$ cat config.mk
export PLATFORM = sky130hd
export DESIGN_NAME = fp_status_reg
export DESIGN_NICKNAME = d
export VERILOG_FILES = /design/src/rtl/fpsr_pkg.sv /design/src/rtl/fpsr_field.sv /design/src/rtl/fpsr_trap_eval.sv /design/src/rtl/fp_status_reg.sv
export SDC_FILE = /design/constraint.sdc
export NUM_CORES = 1
export LEC_CHECK = 0
export BUFFER_PORTS_ARGS = -buffer_cell sky130_fd_sc_hd__buf_2
export CORE_MARGIN = 4
export CORE_UTILIZATION = 35
export DETAILED_ROUTE_END_ITERATION = 10
export PLACE_DENSITY = 0.78
export SLEW_MARGIN = 20
export SYNTH_ARGS = -nofsm -noshare
export SYNTH_HDL_FRONTEND = slang
export SYNTH_HIERARCHICAL = 1
export SYNTH_SLANG_ARGS = --single-unit
$ cat constraint.sdc
create_clock -name clk -period 2.4 [get_ports clk]
set_input_delay 0.48 -clock clk [delete_from_list [all_inputs] [get_ports clk]]
set_output_delay 0.48 -clock clk [all_outputs]
set_load 0.01 [all_outputs]
$ cat src/rtl/fpsr_pkg.sv
package fpsr_pkg;
  localparam int SF_W  = 13;
  localparam int EXC_W = 6;
  localparam int SF_LSB = EXC_W;

  localparam logic [1:0] PC_24  = 2'b00;
  localparam logic [1:0] PC_RSV = 2'b01;
  localparam logic [1:0] PC_53  = 2'b10;
  localparam logic [1:0] PC_64  = 2'b11;
  localparam logic [1:0] RC_NEAR = 2'b00;

  // packed MSB first: ftz lands on bit 0
  typedef struct packed {
    logic [5:0] flags;  // v d z o u i from bit 7 up
    logic       td;
    logic [1:0] rc;
    logic [1:0] pc;
    logic       wre;
    logic       ftz;
  } field_t;

  localparam field_t SF_USER_RST = '{flags: 6'd0, td: 1'b0, rc: RC_NEAR, pc: PC_64, wre: 1'b0, ftz: 1'b0};
  localparam field_t SF_WIDE_RST = '{flags: 6'd0, td: 1'b0, rc: RC_NEAR, pc: PC_64, wre: 1'b1, ftz: 1'b0};

  // exception vector order: v z o u i d ; flag order: v d z o u i
  function automatic logic [5:0] exc_to_flags(input logic [5:0] e);
    return {e[4], e[3], e[2], e[1], e[5], e[0]};
  endfunction
endpackage

$ cat src/rtl/fpsr_field.sv
module fpsr_field
  import fpsr_pkg::*;
#(
  parameter field_t RST_VAL = SF_WIDE_RST,
  parameter bit     IS_USER = 1'b0
) (
  input  logic            clk,
  input  logic            rst,
  input  logic            acc_en,
  input  logic [5:0]      acc_flags,
  input  logic [SF_W-1:0] wr_en,
  input  logic [SF_W-1:0] wr_data,
  output field_t          q
);
  logic [SF_W-1:0] merged;
  field_t          nxt;

  always_comb begin
    nxt = q;
    if (acc_en) nxt.flags = q.flags | acc_flags;
    merged = (SF_W'(nxt) & ~wr_en) | (wr_data & wr_en);
    nxt = field_t'(merged);
    if (nxt.pc == PC_RSV) nxt.pc = PC_64;
    if (IS_USER) nxt.td = 1'b0;
  end

  always_ff @(posedge clk) begin
    if (rst) q <= RST_VAL;
    else     q <= nxt;
  end

  AST_PC_LEGAL: assert property (@(posedge clk) disable iff (rst)
    q.pc != PC_RSV);

  AST_FLAGS_STICKY: assert property (@(posedge clk) disable iff (rst)
    (wr_en[12:7] == 6'd0) |=> ((q.flags & $past(q.flags)) == $past(q.flags)));
endmodule

$ cat src/rtl/fpsr_trap_eval.sv
module fpsr_trap_eval
  import fpsr_pkg::*;
#(
  parameter int NUM_SF = 4,
  parameter int SEL_W  = 2
) (
  input  logic [NUM_SF*SF_W-1:0] sf_flat,
  input  logic [EXC_W-1:0]       mask,
  input  logic [SEL_W-1:0]       sel,
  input  logic [EXC_W-1:0]       exc,
  output field_t                 fld,
  output logic                   td_eff,
  output logic [EXC_W-1:0]       trap_vec
);
  always_comb begin
    fld      = field_t'(sf_flat[int'(sel)*SF_W +: SF_W]);
    td_eff   = fld.td && (sel != '0);
    trap_vec = td_eff ? '0 : (exc & ~mask);
  end
endmodule

$ cat src/rtl/fp_status_reg.sv
module fp_status_reg
  import fpsr_pkg::*;
#(
  parameter int REG_W  = 64,
  parameter int BYTE_W = 8,
  parameter int NUM_SF = 4,
  parameter int SEL_W  = $clog2(NUM_SF)
) (
  input  logic                    clk,
  input  logic                    rst,
  input  logic                    sw_we,
  input  logic [REG_W/BYTE_W-1:0] sw_wbe,
  input  logic [REG_W-1:0]        sw_wdata,
  output logic [REG_W-1:0]        sw_rdata,
  input  logic                    upd_valid,
  input  logic [SEL_W-1:0]        upd_sf,
  input  logic [EXC_W-1:0]        upd_exc,
  input  logic [SEL_W-1:0]        ctl_sel,
  output logic [1:0]              ctl_rc,
  output logic [1:0]              ctl_pc,
  output logic                    ctl_wre,
  output logic                    ctl_ftz,
  output logic                    ctl_td,
  output logic                    trap_req,
  output logic [EXC_W-1:0]        trap_cause
);
  localparam int NBYTE  = REG_W / BYTE_W;
  localparam int USED_W = SF_LSB + NUM_SF * SF_W;

  logic [REG_W-1:0]       wbit;
  logic [EXC_W-1:0]       mask_q;
  logic [NUM_SF*SF_W-1:0] sf_flat;
  logic [EXC_W-1:0]       upd_exc_v;
  logic [EXC_W-1:0]       upd_trap_vec;
  logic [EXC_W-1:0]       ctl_trap_vec;
  logic                   upd_td_eff;
  logic                   trap_hit;
  field_t                 upd_fld;
  field_t                 ctl_fld;

  for (genvar b = 0; b < NBYTE; b++) begin : g_wbit
    assign wbit[b*BYTE_W +: BYTE_W] = {BYTE_W{sw_we & sw_wbe[b]}};
  end

  always_ff @(posedge clk) begin
    if (rst) mask_q <= '1;
    else begin
      for (int i = 0; i < EXC_W; i++)
        if (wbit[i]) mask_q[i] <= sw_wdata[i];
    end
  end

  assign upd_exc_v = upd_valid ? upd_exc : '0;

  fpsr_trap_eval #(.NUM_SF(NUM_SF), .SEL_W(SEL_W)) u_upd_eval (
    .sf_flat (sf_flat),
    .mask    (mask_q),
    .sel     (upd_sf),
    .exc     (upd_exc_v),
    .fld     (upd_fld),
    .td_eff  (upd_td_eff),
    .trap_vec(upd_trap_vec)
  );

  assign trap_hit = |upd_trap_vec;

  for (genvar k = 0; k < NUM_SF; k++) begin : g_sf
    fpsr_field #(
      .RST_VAL(k == 0 ? SF_USER_RST : SF_WIDE_RST),
      .IS_USER(k == 0)
    ) u_fld (
      .clk      (clk),
      .rst      (rst),
      .acc_en   (upd_valid && (upd_sf == SEL_W'(k)) && !trap_hit),
      .acc_flags(exc_to_flags(upd_exc)),
      .wr_en    (wbit[SF_LSB + k*SF_W +: SF_W]),
      .wr_data  (sw_wdata[SF_LSB + k*SF_W +: SF_W]),
      .q        (sf_flat[k*SF_W +: SF_W])
    );
  end

  fpsr_trap_eval #(.NUM_SF(NUM_SF), .SEL_W(SEL_W)) u_ctl_eval (
    .sf_flat (sf_flat),
    .mask    (mask_q),
    .sel     (ctl_sel),
    .exc     ('0),
    .fld     (ctl_fld),
    .td_eff  (ctl_td),
    .trap_vec(ctl_trap_vec)
  );

  assign ctl_rc  = ctl_fld.rc;
  assign ctl_pc  = ctl_fld.pc;
  assign ctl_wre = ctl_fld.wre;
  assign ctl_ftz = ctl_fld.ftz;

  always_ff @(posedge clk) begin
    if (rst) begin
      trap_req   <= 1'b0;
      trap_cause <= '0;
    end else begin
      trap_req   <= trap_hit;
      trap_cause <= upd_trap_vec;
    end
  end

  always_comb begin
    sw_rdata = '0;
    sw_rdata[EXC_W-1:0] = mask_q;
    sw_rdata[USED_W-1:SF_LSB] = sf_flat;
  end

  AST_TRAP_NEEDS_UPD: assert property (@(posedge clk) disable iff (rst)
    trap_req |-> $past(upd_valid));

  AST_MASKED_NO_TRAP: assert property (@(posedge clk) disable iff (rst)
    (upd_valid && ((upd_exc & ~mask_q) == '0)) |=> !trap_req);

  AST_TD_BLOCKS: assert property (@(posedge clk) disable iff (rst)
    (upd_valid && (upd_sf != '0) && upd_fld.td) |=> !trap_req);

  AST_USER_TD_INERT: assert property (@(posedge clk) disable iff (rst)
    (upd_valid && (upd_sf == '0) && ((upd_exc & ~mask_q) != '0)) |=> trap_req);
endmodule

Word level (Yosys, flattened, before mapping):

Index checks and enable logic that the tools add are counted.

* bitwise gates (word level): 30
* shift operators: 2
* $mul: 2
* eq/ne operators: 7
* muxes and demuxes: 6
* reductions and logical operators: 19

Operators by type and width (count)
* $and A13 B13 Y13: 8
* $shiftx A52 B32 Y7: 2
* $not A13 Y13: 4
* $or A13 B13 Y13: 4
* $mux W6: 6
* $or A6 B6 Y6: 4
* $mul A2 B4 Y6 const B: 2
* $eq A2 B1 Y1 const B: 5
* $logic_and A1 B1 Y1: 10
* $and A1 B1 Y1: 8
* $reduce_or A2 Y1: 4
* $and A6 B6 Y6: 1
* $not A6 Y6: 1
* $reduce_or A6 Y1: 1
* $eq A2 B2 Y1 const B: 2
* $reduce_bool A2 Y1: 2
* $logic_not A2 Y1: 1
* $logic_not A1 Y1: 1

* flip-flop bits (word level): 64
* input bits: 86

Depth between registers and ports, before layout:

Gate-level depths: netlist of run 1.

* word-level depth: 12
* gate-level depth with buffers: 7
* depth with buffers taken out: 7

Cells and area by module:

Netlist of run 1, hierarchy kept.

Modules (own cells, without submodules)
* fpsr_field (g_sf[1].u_fld ...): seq. area each 260.2 µm², area each 485.5 µm², cells an instance 46, instances 3
* fpsr_trap_eval: seq. area each 0.0 µm², area each 459.2 µm², cells an instance 32, instances 2
* fp_status_reg: seq. area each 260.2 µm², area each 606.8 µm², cells an instance 65, instances 1
* fpsr_field (g_sf[0].u_fld): seq. area each 240.2 µm², area each 460.4 µm², cells an instance 45, instances 1

Worst setup path after synthesis of run 1:

No wires, ideal clock.

* path type: input-to-reg
* start point: input port upd_sf[0]
* end point: register with a tool-made name
* arrival: 2375 ps
* path slack: -53 ps
* stages on the path: 7
* setup time: 78 ps
* path through: and3b_1 -> buf_2 -> a2111oi_2 -> or4_4 -> nor4_1 -> a211oi_1 -> nor3_1

RTL lines
* start, declared: line fp_status_reg.sv:16 `input logic [SEL_W-1:0] upd_sf,`

==> results_dict.tcl, run 1 <==
set metrics [dict create \
    syn_area_per_cell_sq_um 10.3 \
    yosys_warnings 6 \
    htree_levels 3 \
    final_cell_area_sq_mm 0.00392 \
    path_cells "and3b_1, buf_4, a2111oi_2, or4_4, nor4_1, buf_4, a211oi_1, nor3_1" \
    grt_pass1_vias 2792 \
    fin_crit_ns 2.22 \
    hold_viol_final 0 \
    critPathSlowestCell "or4_4" \
    hp-start "sw_wdata[46]" \
    postRouteAntennaNets 0 \
    area_growth_pct 37.1 \
    die_h_um 98.4 \
    critPathMaxFanout 6 \
    ios 164 \
    max-slew-margin-rel 0.559 \
    required_ns 2.64 \
    die_area_sq_mm 0.00968 \
    drtIter0Drc 112 \
    wirelength_um 9130 \
    antenna_found_initial 1 \
    maxCapViolCount 0 \
    io_buffers 149 \
    critPathArrivalTime_ns 2.46 \
    start_util 0.364 \
    grt_use_total 0.188 \
    cts_num_sinks 64 \
    fin_skew_ns 0.0112 \
    grt_pass1_wl_um 14400 \
    crit_buf_inv 2 \
    clock_latency_ns 0.33 \
    die_x_um 98.4 \
    setup_viol 0 \
    path_class "flip-flop to flip-flop" \
    finalSetupTns_ns 0 \
    dr.pass1.iters 4 \
    slew_violations 0 \
    rsz0062_at_grt "false" \
    cts_made_buffers 9 \
    vdd_drop_max_v 0.000248 \
    place_congestion 0.816 \
    core_sq_mm 0.00785 \
    critPathMaxStageDelay_ns 0.59 \
    p_per_area_mw_per_mm2 609 \
    antenna_cells 0 \
    via_per_inst 4.90 \
    nNetsFinal 524 \
    cts-root-buf "clkbuf_8" \
    cp_top_family "simple AND/OR/NAND/NOR gates" \
    gr-total-overflow 0 \
    synth_cells 277 \
    cts_buffer_depth 2 \
    final_core_util 0.500 \
    start_kind "flip-flop" \
    grt_max_degree 63 \
    hold_path_depth 2 \
    synthesis.area_sq_mm 0.00286 \
    cts_tree "yes" \
    vias 2669 \
    cts.clk_slew.worst_paths_ns 0.07 \
    cellLeakagePower_nw 1.82 \
    rows 32 \
    hp-class "primary input to flip-flop" \
    drc_errors 0 \
    r2r_setup_slack_ns 0.18 \
    endpoint_kind "flip-flop" \
    placed_area_sq_mm 0.00375 \
    min_period_over_period 0.924 \
    worstMarginPinSlew_ns 0.661 \
    outcome "complete, no violations" \
    place.detailed.hpwl_um 7130 \
    path_common_cell "buf_4" \
    fmax_mhz 451 \
    reg2reg_depth 8 \
    wl_per_cell_um 16.8 \
    drive_above_1_share 0.442 \
]
==> worst register-to-register path, delay by kind of cell, from the launching register on <==
| kind | cells | cell delay [ns] |
|---|---|---|
| simple gates | 4 | 1.24 |
| flops | 1 | 0.37 |
| buf+inv | 2 | 0.37 |
| compound gates | 2 | 0.15 |
==> layer usage <==
| metal | global-route usage | share of wire | up-vias |
|---|---|---|---|
| li1 | - | - | 1317 |
| met1 | 0.223 | 0.43 | 1252 |
| met2 | 0.327 | 0.50 | 84 |
| met3 | 0.0486 | 0.058 | 14 |
| met4 | 0.0662 | 0.010 | 2 |
| met5 | 0 | 0.0014 | - |
==> report_power, final <==
part	switching [W]	internal (W)	leakage [nW]
clock	0.000391	0.000397	0.0899
sequential	0.0000449	0.00113	0.527
combinational	0.000223	0.000204	1.20
total	0.000659	0.00173	1.82
==> metrics by stage <==
stage	instances	power [W]	setup slack (ns)	hold slack (ns)
3_3_place_gp	529	0.00161	0.0260	0.493
5_1_grt	545	0.00252	0.0592	0.340
4_1_cts	545	0.00242	0.128	0.340
3_5_place_dp	529	0.00162	-0.0465	0.509
6_report	545	0.00239	0.182	0.368
2_1_floorplan	282	0.00142	-0.0358	0.541
==> layout make-up <==
type                    count  area [sq um]
repair buffers            164           861
well taps                 102           128
clock inverters             4          20.0
clock buffers              12           145
flip-flops and latches     64          1280
multi-input cells         190          1450
inverters                   9          33.8
fillers                   752          3930
==> layout by cell type (no fill, tap or decap), drive strengths merged, types with 2 or more instances in the layout <==
cell type,instances
buf,164
dfxtp,64
nor2b,37
nor3,25
a211oi,24
mux2i,16
nor2,16
and2,13
a211o,13
clkbuf,12
inv,9
conb,7
and3,6
mux4,6
a2111oi,6
mux2,6
clkinv,4
a2111o,4
nand2,2
nor4,2
and3b,2
==> worst max-delay path by stage <==
stage / depth (start not counted) / slack, ns / end / startpoint
after global routing: 8 / 0.06 / flip-flop / flip-flop
after detailed placement: 9 / -0.05 / flip-flop / upd_sf[0]
after floorplan: 7 / -0.04 / flip-flop / upd_sf[0]
after CTS: 8 / 0.13 / flip-flop / flip-flop
after global placement: 9 / 0.03 / flip-flop / upd_sf[0]
final: 8 / 0.18 / flip-flop / flip-flop
==> timing repair <==
item,CTS,global route
gates resized for setup,0,1
hold buffers,0,0
buffers inserted,0,0
setup endpoints to repair,0,1
Power figures use the tool's default switching activity.
==> run 2: changes to the inputs <==
- CELL_PAD_IN_SITES_DETAIL_PLACEMENT: default -> 1
- CELL_PAD_IN_SITES_GLOBAL_PLACEMENT: default -> 1
- CORE_UTILIZATION: 35 -> 30
- PLACE_DENSITY: 0.78 -> 0.91
- SYNTH_HIERARCHICAL: 1 -> default
- clock period: 2.4 -> 2.55 ns (I/O delays scaled with it)
==> run 2 against run 1 <==
Register-to-register slack better by 0.23 ns. Count of clock-buffer cells in the layout is 2 higher. Wire length is 14% higher. Area after synthesis is 3.9% lower. Critical path depth is 3 lower. Global-route usage is 0.18 points higher. Final area is 5.4% lower. Via count is 8.7% higher. Critical path type unchanged. Largest power group unchanged.
==> results_dict.tcl, run 2 <==
set metrics [dict create \
    outcome "complete, no violations" \
    endpoint_kind "flip-flop" \
    synthesis.area_sq_mm 0.00275 \
    synth_edf_count 0 \
    worstMarginPinSlew_ns 1.03 \
    die_x_um 104 \
    critPathMaxFanout 24 \
    holdWs_ns 0.392 \
    hold_path_depth 3 \
    final_cell_mix "buf_2 (149), dfxtp_1 (64), nand2_1 (52)" \
    finalSetupTns_ns 0 \
    vdd_drop_max_v 0.000290 \
    syn_area_per_cell_sq_um 8.92 \
    start_kind "flip-flop" \
    grt_use_total 0.190 \
    synth_cells 308 \
    place.detailed.hpwl_um 8160 \
    cts.clk_slew.worst_paths_ns 0.07 \
    synth.most_common_cell "dfxtp_1" \
    final_common_cell "buf_2" \
    core_sq_mm 0.00881 \
    grt_max_degree 28 \
    antenna_found_initial 0 \
    reg2reg_depth 5 \
    dr.pass1.iters 4 \
    synth_ff_type "dfxtp_1" \
    final_cell_area_sq_mm 0.00371 \
    io_buffers 149 \
    cts_tree "yes" \
    postCtsSetupBuffers 0 \
    vias 2902 \
    fin_skew_ns 0.00565 \
    place_inst 548 \
    synth_area_leader_cell "dfxtp_1" \
    final_cell_count_no_fill 562 \
    yosys_warnings 0 \
    cts_num_sinks 64 \
    ys_types 30 \
    grt_pass1_vias 3142 \
    min_period_over_period 0.839 \
    grt_pass1_wl_um 16300 \
    hp-class "primary input to flip-flop" \
    synth_top_area_share 0.466 \
    cts-root-buf "clkbuf_8" \
    hold_viol_final 0 \
    ys_seq_area_frac 0.466 \
    htree_levels 3 \
    postRouteAntennaNets 0 \
    cts_resized 0 \
    cts_made_buffers 9 \
    hold_buffers 0 \
    p_per_area_mw_per_mm2 616 \
    gr-total-overflow 0 \
    clock_latency_ns 0.33 \
    wirelength_um 10400 \
    fmax_mhz 468 \
    rsz0062_at_grt "false" \
    die_area_sq_mm 0.0108 \
    slew_violations 0 \
    ios 164 \
    die_h_um 104 \
    placed_area_sq_mm 0.00353 \
    drc_errors 0 \
    fin_crit_ns 2.14 \
    area_growth_pct 34.9 \
    async_flop_share 0 \
    cellLeakagePower_nw 1.74 \
    max-slew-margin-rel 0.315 \
    drtIter0Drc 47 \
    place_congestion 0.781 \
    wl_per_cell_um 18.6 \
    maxCapViolCount 0 \
    synthTopCellsByArea "dfxtp_1 (47%), nand2_1 (7.1%), a311oi_1 (5.4%)" \
    path_class "flip-flop to flip-flop" \
    drive_above_1_share 0.385 \
    netlist_top_cells_count "dfxtp_1 (64), nand2_1 (52), nor2_1 (32)" \
    required_ns 2.78 \
    nNetsFinal 537 \
    via_per_inst 5.16 \
    setup_viol 0 \
    antenna_cells 0 \
    critPathArrivalTime_ns 2.37 \
    cts_buffer_depth 2 \
    start_util 0.312 \
    ys_ff_latch 64 \
    rows 34 \
]
[run 2: critical path, stage by stage, from the launching register on]
cell      delay, ns
dfxtp_1        0.39
nand2b_1       0.14
nand2_1        0.10
o31ai_4        0.89
a31oi_1        0.19
a211oi_1       0.32
[run 2: final timing paths]
check | start | end | slack (ns)
setup / recovery | mask_q[5]$_SDFFE_PP1P_ | flip-flop | 0.41
hold / removal | sw_wdata[48] | g_sf[3].u_fld.q[3]$_SDFF_PP1_ | 0.39
setup reg to reg | mask_q[5]$_SDFFE_PP1P_ | flip-flop | 0.41
hold reg to reg | flip-flop | flip-flop | 0.47
[run 2: kinds of logic after synthesis]
logic type	Yosys count	synth area share
multiplexers	8	0.0587
other	1	0.00136
AO/OA/AOI/OAI	62	0.174
buffers and inverters	27	0.0519
AND/OR/NAND/NOR	146	0.247
flip-flops	64	0.466
[run 2: power by group]
part	switching [W]	total, W	internal (W)	leakage (nW)
Sequential	0.0000411	0.00110	0.00106	0.526
Clock	0.000361	0.000785	0.000424	0.0886
Combinational	0.000228	0.000398	0.000170	1.12
Total	0.000630	0.00228	0.00165	1.74
[run 2: layout make-up]
class / count / area, sq um
Multi-Input combinational cell: 223 / 1350
Sequential cell: 64 / 1280
Tap cell: 108 / 135
Clock buffer: 14 / 173
Fill cell: 1096 / 5100
Inverter: 1 / 3.75
Timing Repair Buffer: 152 / 768
[run 2: through the flow]
| stage | power, W | setup slack [ns] | utilization |
|---|---|---|---|
| 2_1_floorplan | 0.00134 | 0.605 | - |
| 3_3_place_gp | 0.00150 | 0.389 | 0.401 |
| 3_5_place_dp | 0.00152 | 0.223 | 0.401 |
| 4_1_cts | 0.00232 | 0.420 | 0.421 |
| 5_1_grt | 0.00241 | 0.270 | 0.421 |
| 6_report | 0.00228 | 0.412 | 0.421 |
[run 2: metal layers]
metal | global-route usage | vias up | routed length [um]
li1 | - | 1371 | -
met5 | 0 | - | 0
met4 | 0.0617 | 0 | 137
met3 | 0.0541 | 13 | 761
met2 | 0.343 | 115 | 5320
met1 | 0.215 | 1403 | 4220
